<file path="config.mk">
export PLATFORM = sky130hd
export DESIGN_NAME = opnet_router
export DESIGN_NICKNAME = d
export VERILOG_FILES = /design/src/rtl/opnet_router.sv
export SDC_FILE = /design/constraint.sdc
export NUM_CORES = 1
export LEC_CHECK = 0
export BUFFER_PORTS_ARGS = -buffer_cell sky130_fd_sc_hd__buf_4
export CAP_MARGIN = 20
export CELL_PAD_IN_SITES_DETAIL_PLACEMENT = 0
export CELL_PAD_IN_SITES_GLOBAL_PLACEMENT = 1
export CORE_MARGIN = 2
export CORE_UTILIZATION = 36
export DETAILED_ROUTE_END_ITERATION = 6
export PLACE_DENSITY_LB_ADDON = 0.15
export SETUP_SLACK_MARGIN = 0.5
export SYNTH_ARGS = -nofsm -noshare
export SYNTH_HDL_FRONTEND = slang
export SYNTH_SLANG_ARGS = --single-unit
</file>
<file path="constraint.sdc">
create_clock -name clk -period 1.8 [get_ports clk]
set_clock_uncertainty 0.15 [all_clocks]
set_input_delay 0.09 -clock clk [delete_from_list [all_inputs] [get_ports clk]]
set_output_delay 0.09 -clock clk [all_outputs]
set_load 0.02 [all_outputs]
</file>
<file path="src/rtl/opnet_router.sv">
module opnet_router #(
  parameter int LANES      = 4,
  parameter int LANE_SLOTS = 32,
  parameter int DATA_W     = 64,
  localparam int SLOT_W    = $clog2(LANES * LANE_SLOTS),
  localparam int LANE_W    = $clog2(LANES)
) (
  input  logic              clk,
  input  logic              rst_n,
  input  logic              blk_start,
  input  logic              hdr_vec,
  input  logic              blk_end,
  input  logic              res_valid,
  input  logic [SLOT_W-1:0] res_src,
  input  logic [SLOT_W-1:0] res_dst,
  input  logic              res_opsel,
  input  logic [DATA_W-1:0] res_data,
  output logic              buf_we,
  output logic [SLOT_W:0]   buf_addr,
  output logic [DATA_W-1:0] buf_data,
  output logic              illegal,
  output logic              mode_vec,
  output logic [LANES-1:0]  alu_en
);

  logic blk_active;
  logic cross_lane;

  assign cross_lane = mode_vec &&
    (res_src[SLOT_W-1 -: LANE_W] != res_dst[SLOT_W-1 -: LANE_W]);

  always_ff @(posedge clk or negedge rst_n) begin
    if (!rst_n) begin
      blk_active <= 1'b0;
      mode_vec   <= 1'b0;
    end else if (blk_start && !blk_active) begin
      blk_active <= 1'b1;
      mode_vec   <= hdr_vec;
    end else if (blk_end) begin
      blk_active <= 1'b0;
    end
  end

  always_ff @(posedge clk or negedge rst_n) begin
    if (!rst_n) begin
      buf_we  <= 1'b0;
      illegal <= 1'b0;
    end else begin
      buf_we  <= res_valid && !cross_lane;
      illegal <= res_valid && cross_lane;
    end
  end

  always_ff @(posedge clk or negedge rst_n) begin
    if (!rst_n) begin
      buf_addr <= '0;
      buf_data <= '0;
    end else if (res_valid && !cross_lane) begin
      buf_addr <= {res_dst, res_opsel};
      buf_data <= res_data;
    end
  end

  for (genvar i = 0; i < LANES; i++) begin : g_alu
    if (i < LANES / 2) begin : g_low
      assign alu_en[i] = 1'b1;
    end else begin : g_high
      assign alu_en[i] = mode_vec;
    end
  end

endmodule


</file>
==> results of run 1 <==
==> power groups by stage <==
stage	Combinational, mW	Clock, mW	Sequential (mW)
3_3_place_gp	3.79	0	2.81
6_report	4.18	1.71	2.83
3_5_place_dp	3.85	0	2.84
4_1_cts	4.12	1.75	2.82
5_1_grt	4.48	1.84	2.91
2_1_floorplan	1.48	0	3.49
==> cell type report <==
class	instances	area [um^2]	area share [%]
Inverter	1	3.75	0.0534
Timing Repair Buffer	261	2360	33.5
Sequential cell	76	1900	27.1
Clock buffer	13	260	3.70
Clock inverter	2	10.0	0.142
Multi-Input combinational cell	374	2320	32.9
Tap cell	147	184	2.62
==> repair_timing <==
action	CTS	global route
gates cloned	1	0
endpoints found under the hold margin	115	0
setup buffers	3	4
gates resized for setup	11	7
pin swaps	2	5
hold buffers	76	0
setup endpoints to repair	75	76
==> worst register-to-register path, delay by kind of cell, from the launching register on <==
kind	cells	cell delay [ps]
flops	1	480
buf+inv	1	260
simple gates	2	290
compound gates	1	130
==> sequential cells by signal (all words and copies together), names as in the netlist <==
| name | cells |
|---|---|
| buf_data | 64 |
| illegal | 1 |
| blk_active | 1 |
| buf_we | 1 |
| buf_addr | 8 |
| mode_vec | 1 |
==> layout by cell type, fill, tap and decap left out, drive strengths merged, types with 13 or more instances in the layout <==
| cell type | synthesis | routed |
|---|---|---|
| a21oi | 72 | 72 |
| o211ai | 71 | 71 |
| nand3 | 71 | 71 |
| buf | 14 | 185 |
| nor2b | 73 | 73 |
| dfrtp | 76 | 76 |
| dlygate4sd3 | 0 | 76 |
| clkbuf | 50 | 13 |
| nand4 | 71 | 71 |
==> logic make-up after synthesis <==
family / after synthesis / synth area share, %
buffers and inverters: 65 / 6.08
other: 1 / 0.0848
multiplexers: 1 / 0.255
XOR/XNOR: 4 / 0.792
AND/OR/NAND/NOR: 221 / 29.1
AO/OA/AOI/OAI: 146 / 20.7
flip-flops: 76 / 43.0
==> per-layer routing <==
| metal | vias up | part of all wire, % | global-route usage (%) |
|---|---|---|---|
| li1 | 2349 | - | - |
| met1 | 2559 | 44 | 31.1 |
| met2 | 183 | 49 | 40.2 |
| met4 | 0 | 1.5 | 7.39 |
| met3 | 20 | 5.2 | 3.43 |
| met5 | - | 0 | 0 |
==> worst max-delay path by stage <==
| stage | start | to | slack, ps | cells after the start |
|---|---|---|---|---|
| after floorplan | mode_vec | buf_addr[0] | 490 | 5 |
| after global placement | res_valid | buf_data[61] | 400 | 5 |
| after detailed placement | res_valid | buf_data[43] | 370 | 5 |
| after CTS | mode_vec | alu_en[3] | 440 | 2 |
| after global routing | mode_vec | buf_addr[6] | 370 | 4 |
| final | mode_vec | buf_data[18] | 420 | 4 |
==> through the flow <==
step | cells | util, % | total power [mW] | area (um^2)
3_5_place_dp | 775 | 48.8 | 6.69 | 5860
2_1_floorplan | 515 | - | 4.98 | 4460
3_3_place_gp | 775 | 48.8 | 6.60 | 5860
6_report | 874 | 58.6 | 8.72 | 7030
5_1_grt | 874 | 58.6 | 9.22 | 7030
4_1_cts | 870 | 58.1 | 8.69 | 6980
==> key figures, run 1 <==
Run status
  • Outcome: finished, final reports clean

Timing
  • Slew headroom: 54.4%
  • Final min period: 1380 ps
  • Tcrit/Tclk final: 76.9%
  • Setup WS post-layout: 416 ps
  • Fin. Hold Viols: 0
  • Max frequency: 723 MHz
  • Final setup fails: 0
  • WHS: 53.4 ps
  • Setup TNS: 0 ps
  • Worst-Margin Slew: 684 ps
  • Unrepaired setup endpoints after global routing: true
  • Slew Limit Fails: 0

Critical path
  • WP buf/inv: 1
  • Worst Setup End Kind: flop
  • Crit-path cells: nor2b_4, buf_12, a21oi_1, nand3_1
  • Worst Path Required: 1910 ps
  • Worst Reg-to-Reg Cells: 4
  • Slowest CP cell: dfrtp_2
  • CP max FO: 45
  • Worst R2R Setup Slack: 420 ps
  • R2r startpoint: mode_vec
  • Worst Setup Start Kind: flop
  • Crit-path leading delay family: flip-flops
  • Worst EP arrival: 1500 ps
  • Max stage delay on crit path: 480 ps
  • Setup CP Type: flop to flop
  • Worst R2R End: buf_data[18]

Drt
  • Final ANT Viol Nets: 0
  • Drt first pass iters: 5
  • Final wirelength: 16,000 um
  • Wire per inst: 18.3 um
  • Initial DRC count: 400
  • Via count: 5,111
  • DR DRC count: 0
  • Routed vias/inst: 5.85

Logic synthesis
  • Sequential fraction of the synthesis area: 43.0%
  • Post-synth EDFFs: 0
  • Post-synth top area share: 43.0%
  • Synth top area cells: dfrtp_1 (43%), o211ai_1 (12%), nor2b_1 (10%)
  • Yosys warning count: 0
  • Syn_area_per_cell: 8.61 um^2
  • Leading cell types by count after synthesis: dfrtp_1 (76), nor2b_1 (73), a21oi_1 (72)
  • Dominant synthesized flop cell: dfrtp_1
  • Synthesized area: 4420 um^2
  • Post-synth top area cell: dfrtp_1
  • Yosys reg bits: 76
  • Mapped Cells: 514
  • Most numerous cell in the Yosys netlist: dfrtp_1
  • Post-synth cell types: 23
  • FFs w/ async S/R, synth: 100%

Job
  • Maxcap violations: 0

Global route
  • Largest net degree at the start of global routing: 51
  • Total gr overflow: 0
  • Global Route Usage Sum: 23.6%
  • First-pass GRT wire length: 25,100 um
  • Number of global-route vias before repair: 5,049
  • Antenna violations before repair: 0

Power and ir drop
  • Power share of the clock group: 19.6%
  • Worst VDD drop: 0.547 mV
  • Sw frac: 39.4%
  • Reported net switching power: 3.43 mW
  • Sequential Power Share: 32.5%
  • Int Pwr: 5.29 mW
  • Combinational power share: 47.9%
  • Pleak: 2.97 nW
  • Pwr Density: 1240 nW/um^2

Clock network
  • Reg clk slew, reported paths: 60 ps
  • Clock Root Buffer: clkbuf_16
  • Num CTS Buffers: 9
  • CTS tree: built
  • H-tree depth: 3
  • Longest Clk Path Bufs: 2
  • Worst-skew pair later-pin latency: 330 ps
  • Sink Count: 76

Die
  • Die height: 115 um
  • Die Span X: 115 um
  • Initial core utilization: 36.8%
  • I/O Pins: 164
  • CORE AREA: 12,000 um^2
  • Die ar.: 13,200 um^2
  • Std cell rows: 40

Layout
  • Filler cells: 1,060
  • Layout cell share with drive strength beyond 1: 28.2%
  • Fin nets: 808
  • Area grow syn2layout: 59.0%
  • N_diodes: 0

Placed design
  • I/O Buffers: 156
  • Dpl ws: 372 ps
  • DP HPWL: 9300 um
  • Final RePlAce weighted congestion: 0.713

Hold path
  • Min-delay worst type: input port to flop
  • Hold Crit Start: res_valid
  • Hold Path Depth: 2
  • Hold endpoint: buf_we
Power figures use the tool's default switching activity.
==> inputs of run 2 (changes only) <==
--- a/config.mk
+++ b/config.mk
@@ -10,7 +10,7 @@
 export CELL_PAD_IN_SITES_DETAIL_PLACEMENT = 0
 export CELL_PAD_IN_SITES_GLOBAL_PLACEMENT = 1
 export CORE_MARGIN = 2
-export CORE_UTILIZATION = 36
+export CORE_UTILIZATION = 33
 export DETAILED_ROUTE_END_ITERATION = 6
 export PLACE_DENSITY_LB_ADDON = 0.15
 export SETUP_SLACK_MARGIN = 0.5
==> constraint.sdc (replaced) <==
create_clock -name clk -period 1.15 [get_ports clk]
set_clock_uncertainty 0.15 [all_clocks]
set_input_delay 0.0575 -clock clk [delete_from_list [all_inputs] [get_ports clk]]
set_output_delay 0.0575 -clock clk [all_outputs]
set_load 0.02 [all_outputs]
==> key figures, run 2 (synthesized netlist as in run 1, its figures left out) <==
Job
  • Maxcap violations: 0 (unchanged)

Layout
  • Largest registers: buf_data: 64 flops, buf_addr: 8 flops
  • Layout cell share with drive strength beyond 1: 44.5% (+16 points)
  • Commonest cells after routing, fill and taps aside: buf_4 (117), buf_6 (82), dfrtp_1 (75), nor2b_1 (72)
  • Area grow syn2layout: 65.6%
  • Fin util: 55.5% (-3.0 points)
  • Filler cells: 1,183 (+12%)
  • Max reg flops: 64 (unchanged)
  • Biggest register: buf_data
  • Final instance area: 7330 um^2 (+4.2%)
  • Fin cells: 864 (-1.1%)
  • Fin nets: 769 (-4.8%)
  • N_diodes: 0 (unchanged)
  • Most common cell after layout, fill and taps aside: buf_4

Critical path
  • Worst EP arrival: 1400 ps (-100 ps)
  • Worst Setup Start Kind: flop
  • Setup CP Type: flop to flop
  • Crit-path leading delay family: flip-flops
  • Worst Setup End Kind: flop
  • Max stage delay on crit path: 450 ps (-30 ps)
  • CP max FO: 9 (-80%)
  • WP buf/inv: 2 (+1)
  • Slowest CP cell: dfrtp_2
  • Crit-path cells: nor2b_4, buf_4, clkbuf_16, a21oi_2, nand3_1
  • Worst Path Required: 1210 ps (-700 ps)

Timing
  • WHS: -556 ps (-610 ps)
  • Final min period: 1350 ps (-38.4 ps)
  • Final setup fails: 77 (+77)
  • Unrepaired setup endpoints after global routing: true
  • Fin. Hold Viols: 149 (+149)
  • Setup WS post-layout: -195 ps (-612 ps)
  • Slew Limit Fails: 0 (unchanged)
  • Max frequency: 743 MHz (+2.9%)
  • Tcrit/Tclk final: 117% (+40 points)

Die
  • Die height: 120 um (+4.3%)
  • Std cell rows: 42 (+5.0%)
  • Die Span X: 120 um (+4.3%)
  • Die ar.: 14,300 um^2 (+8.8%)
  • CORE AREA: 13,200 um^2 (+9.8%)
  • Initial core utilization: 33.5% (-3.3 points)
  • I/O Pins: 164 (unchanged)

Global route
  • Total gr overflow: 0 (unchanged)
  • Largest net degree at the start of global routing: 41 (-20%)
  • Antenna violations before repair: 0 (unchanged)
  • Number of global-route vias before repair: 4,865 (-3.6%)
  • Global Route Usage Sum: 22.5% (-1.1 points)
  • First-pass GRT wire length: 25,700 um (+2.2%)

Clock network
  • Clock Root Buffer: clkbuf_16
  • Worst-skew pair later-pin latency: 330 ps (about the same)
  • Longest Clk Path Bufs: 2 (unchanged)
  • Sink Count: 76 (unchanged)
  • Reg clk slew, reported paths: 60 ps (about the same)
  • Num CTS Buffers: 9 (unchanged)
  • CTS tree: built
  • H-tree depth: 3 (unchanged)

Placed design
  • Final RePlAce weighted congestion: 0.749 (+5.0%)
  • I/O Buffers: 156 (unchanged)
  • Placed insts: 824 (+6.3%)
  • DP HPWL: 10,200 um (+9.3%)
  • Dpl cell area: 6090 um^2 (+4.0%)
  • Dpl ws: -209 ps (-582 ps)

Run status
  • Outcome: finished with violations
  • Failing checks: hold timing, setup timing

Power and ir drop
  • Total power: 15.3 mW (+75%)
  • Worst VDD drop: 0.993 mV (+82%)
  • Pleak: 3.03 nW (+1.9%)
  • Pwr Density: 2080 nW/um^2 (+68%)

Drt
  • Routed vias/inst: 5.73 (-2.0%)
  • DR DRC count: 0 (unchanged)
  • Via count: 4,951 (-3.1%)
  • Final wirelength: 16,400 um (+2.9%)
  • Initial DRC count: 365 (-8.8%)
  • Drt first pass iters: 5 (unchanged)
  • Final ANT Viol Nets: 0 (unchanged)
  • Wire per inst: 19.0 um (+4.1%)

Hold path
  • Min-delay worst type: input port to async pin
-- run 2: per-layer routing --
metal	global-route usage, %	share of wire [%]	up-vias
met1	30.2	43	2473
met4	6.76	1.5	0
li1	-	-	2281
met3	4.85	6.2	19
met5	0	0	-
met2	36.5	49	178
-- run 2: cell type report --
| type | count | area, um^2 | area share, % |
|---|---|---|---|
| multi-input cells | 374 | 2620 | 35.8 |
| repair buffers | 222 | 2290 | 31.3 |
| flip-flops and latches | 76 | 1900 | 26.0 |
| clock buffers | 13 | 250 | 3.42 |
| well taps | 176 | 220 | 3.01 |
| clock inverters | 2 | 35.0 | 0.478 |
| inverters | 1 | 3.75 | 0.0512 |
-- run 2: what timing repair did --
item | in CTS | in global routing
gates resized for setup | 128 | 43
endpoints found under the hold margin | 149 | 149
pin swaps | 24 | 25
setup endpoints to repair | 153 | 153
gates cloned | 4 | 2
buffers inserted | 12 | 7
-- run 2: power breakdown --
part	total [mW]	switching (mW)	internal (mW)
sequential	4.59	0.956	3.64
combinational	7.86	3.79	4.07
clock	2.80	1.08	1.73
-- run 2: path summary, 6_finish.rpt --
kind	start	endpoint	slack [ps]	cells past startpoint
worst max-delay path	mode_vec	buf_data[12]	-200	5
worst min-delay path	rst_n	buf_data[41]	-560	1
worst max register to register	mode_vec	buf_data[12]	-200	5
worst min register to register	blk_active	blk_active	400	2
max in group asynchronous	rst_n	buf_data[9]	920	2
min in group clk	blk_end	blk_active	-260	2
-- run 2: per-stage QoR --
stage / hold slack [ps] / setup TNS, ps
after floorplan: -388 / -11120
after global placement: -195 / -7270
after detailed placement: -194 / -9320
after CTS: -552 / -11110
after global routing: -548 / -15370
final: -556 / -11370
==> inputs of run 3 (changes only) <==
--- a/config.mk
+++ b/config.mk
@@ -5,15 +5,16 @@
 export SDC_FILE = /design/constraint.sdc
 export NUM_CORES = 1
 export LEC_CHECK = 0
+export ABC_AREA = 1
 export BUFFER_PORTS_ARGS = -buffer_cell sky130_fd_sc_hd__buf_4
 export CAP_MARGIN = 20
 export CELL_PAD_IN_SITES_DETAIL_PLACEMENT = 0
 export CELL_PAD_IN_SITES_GLOBAL_PLACEMENT = 1
 export CORE_MARGIN = 2
-export CORE_UTILIZATION = 33
+export CORE_UTILIZATION = 29
 export DETAILED_ROUTE_END_ITERATION = 6
 export PLACE_DENSITY_LB_ADDON = 0.15
-export SETUP_SLACK_MARGIN = 0.5
+export SETUP_SLACK_MARGIN = 0.05
 export SYNTH_ARGS = -nofsm -noshare
 export SYNTH_HDL_FRONTEND = slang
 export SYNTH_SLANG_ARGS = --single-unit
==> key figures, run 3 <==
Clock network
  • CTS tree: built
  • Worst-skew pair later-pin latency: 340 ps (about the same)
  • Reg clk slew, reported paths: 80 ps (+20 ps)
  • Sink Count: 76 (unchanged)
  • Num CTS Buffers: 9 (unchanged)
  • H-tree depth: 3 (unchanged)
  • Clock Root Buffer: clkbuf_8
  • Longest Clk Path Bufs: 2 (unchanged)

Die
  • CORE AREA: 10,700 um^2 (-19%)
  • I/O Pins: 164 (unchanged)
  • Die height: 109 um (-9.4%)
  • Die ar.: 11,800 um^2 (-18%)
  • Std cell rows: 38 (-9.5%)
  • Die Span X: 109 um (-9.4%)
  • Initial core utilization: 29.5% (-4.0 points)

Global route
  • Number of global-route vias before repair: 3,205 (-34%)
  • Antenna violations before repair: 0 (unchanged)
  • Largest net degree at the start of global routing: 44 (+7.3%)
  • First-pass GRT wire length: 15,700 um (-39%)
  • Global Route Usage Sum: 17.3% (-5.2 points)
  • Total gr overflow: 0 (unchanged)

Power and ir drop
  • Pwr Density: 1770 nW/um^2 (-15%)
  • Sw frac: 34.1% (-4.0 points)
  • Reported net switching power: 3.74 mW (-36%)
  • Worst VDD drop: 0.755 mV (-24%)
  • Int Pwr: 7.22 mW (-23%)
  • Sequential Power Share: 35.0% (+4.9 points)
  • Combinational power share: 44.3% (-7.2 points)
  • Pleak: 3.24 nW (+7.0%)
  • Total power: 11.0 mW (-28%)
  • Power share of the clock group: 20.6% (+2.2 points)

Layout
  • Area of the multi-input gates: 1050 um^2 (-60%)
  • Final instance area: 6180 um^2 (-16%)
  • Fin util: 57.5% (+2.0 points)
  • Most common cell after layout, fill and taps aside: nand2_1
  • Fin cells: 747 (-14%)
  • Biggest register: buf_data
  • Layout cell share with drive strength beyond 1: 38.1% (-6.4 points)
  • Commonest cells after routing, fill and taps aside: nand2_1 (151), buf_4 (104), buf_6 (80), dlygate4sd3_1 (77), dfrtp_1 (75)
  • Register area: 1900 um^2 (unchanged)
  • Max reg flops: 64 (unchanged)
  • Largest registers: buf_data: 64 flops, buf_addr: 8 flops
  • Fin nets: 687 (-11%)
  • Filler cells: 969 (-18%)
  • Area grow syn2layout: 95.2%
  • N_diodes: 0 (unchanged)

Placed design
  • Dpl cell area: 4410 um^2 (-28%)
  • I/O Buffers: 156 (unchanged)
  • Placed insts: 619 (-25%)
  • Dpl ws: -49.9 ps (+159 ps)
  • DP HPWL: 5610 um (-45%)
  • Final RePlAce weighted congestion: 0.702 (-6.3%)

Critical path
  • Worst Reg-to-Reg Cells: 5 (unchanged)
  • Worst Setup SP: mode_vec
  • Critical Path Most Common Cell: buf_6
  • Worst R2R Setup Slack: -80 ps (+120 ps)
  • Crit-path cells: buf_6, buf_6
  • Worst Setup End Kind: primary output
  • Worst R2R End: buf_addr[1]
  • R2r startpoint: mode_vec
  • Worst Setup Start Kind: flop
  • Worst EP arrival: 1030 ps (-370 ps)
  • Critical path depth: 2 (-3)
  • CP max FO: 4 (-5)
  • Max stage delay on crit path: 430 ps (-20 ps)
  • Setup CP Type: flop to primary output
  • Setup crit end: alu_en[3]
  • WP buf/inv: 2 (unchanged)
  • Slowest CP cell: dfrtp_2
  • Worst Path Required: 940 ps (-270 ps)
  • Crit-path leading delay family: flip-flops

Drt
  • Wire per inst: 14.5 um (-24%)
  • DR DRC count: 0 (unchanged)
  • Via count: 3,229 (-35%)
  • Met2 WL post-DR: 5430 um (-33%)
  • Final ANT Viol Nets: 0 (unchanged)
  • Initial DRC count: 189 (-48%)
  • Met3 routed WL: 601 um (-41%)
  • WL met1: 4650 um (-34%)
  • Routed vias/inst: 4.32 (-25%)
  • Highest routed layer: met4
  • Drt first pass iters: 4 (-1)
  • Final wirelength: 10,800 um (-34%)

Logic synthesis
  • Post-synth top area share: 60.0% (+17 points)
  • Post-synth EDFFs: 0 (unchanged)
  • Largest family of logic cells by synthesized area: simple AND/OR/NAND/NOR gates
  • Synth top area cells: dfrtp_1 (60%), nand2_1 (18%), nand3_1 (11%)
  • Multiplexer area fraction after synthesis: 0.355% (+0.10 points)
  • Post-synthesis adder-cell area fraction: 0% (unchanged)
  • Synthesized area: 3170 um^2 (-28%)
  • Synth Area in XOR/XNOR: 0% (-0.79 points)
  • Most numerous cell in the Yosys netlist: nand2_1
  • Leading cell types by count after synthesis: nand2_1 (152), dfrtp_1 (76), nand3_1 (72), buf_6 (8)
  • Compound-gate portion of the synthesized area: 0.158% (-21 points)
  • Yosys warning count: 0 (unchanged)
  • Post-synth cell types: 14 (-39%)
  • Post-Synth Simple-Gate Area: 30.1% (+0.97 points)
  • Dominant synthesized flop cell: dfrtp_1
  • Syn_area_per_cell: 9.32 um^2 (+8.3%)
  • FFs w/ async S/R, synth: 100% (unchanged)
  • Sequential fraction of the synthesis area: 60.0% (+17 points)
  • Post-synth top area cell: dfrtp_1
  • Yosys reg bits: 76 (unchanged)
  • Mapped Cells: 340 (-34%)

Timing
  • Max frequency: 808 MHz (+8.7%)
  • Unrepaired setup endpoints after global routing: true
  • Final min period: 1240 ps (-107 ps)
  • Setup WS post-layout: -88.1 ps (+107 ps)
  • Tcrit/Tclk final: 108% (-9.3 points)
  • WHS: 73.4 ps (+630 ps)
  • Fin. Hold Viols: 0 (-100%)
  • Final setup fails: 75 (-2.6%)
  • Slew Limit Fails: 0 (unchanged)
  • Setup TNS: -3910 ps (+7460 ps)

Run status
  • Outcome: finished with violations
  • Failing checks: setup timing

Hold path
  • Min-delay worst type: input port to async pin

Job
  • Maxcap violations: 0 (unchanged)
## run 3: repair_timing
| item | in CTS | in global routing |
|---|---|---|
| buffers inserted | 12 | 15 |
| cloned | 2 | 6 |
| hold endpoints to repair | 151 | 0 |
| hold buffers | 77 | 0 |
| gates resized for setup | 85 | 13 |
| endpoints found under the setup margin | 148 | 152 |
| pin swaps | 2 | 4 |
## run 3: cells by family after synthesis
logic type,Yosys count
and+or+nand+nor,227
AOI/OAI and AO/OA,1
DFF,76
muxes,1
other,1
buffers and inverters,34
## run 3: tightest hold or removal path, delay by kind of cell
kind	cells	cell delay [ps]
buffers and inverters	3	880
## run 3: worst min path at each step
stage | slack [ps] | cells past startpoint | startpoint | end
2_1_floorplan | -390 | 0 | rst_n | blk_active
3_3_place_gp | -90 | 2 | rst_n | buf_data[31]
3_5_place_dp | -90 | 2 | rst_n | buf_data[31]
4_1_cts | 60 | 3 | rst_n | buf_data[31]
5_1_grt | 90 | 3 | rst_n | buf_data[31]
6_report | 70 | 3 | rst_n | buf_data[31]
## run 3: final cells by class
class,count,share of cell area [%]
clock buffer,12,2.35
clock inverter,4,1.17
tap,140,2.83
inverter,7,0.425
sequential,76,30.8
timing repair buffer,277,45.5
multi-input combinational,231,16.9
## run 3: per-layer routing
metal	vias to the layer above	GRT usage (%)
met5	-	0
met4	0	5.40
met3	8	5.12
met2	108	29.7
met1	1515	20.9
li1	1598	-
## run 3: power by group through the flow
stage	Clock, mW	Sequential (mW)	Combinational (mW)
CTS	2.36	3.83	4.41
detailed placement	0	3.75	3.44
global placement	0	3.73	3.42
finish	2.26	3.84	4.86
global route	2.47	3.90	5.22
floorplan	0	4.56	1.08
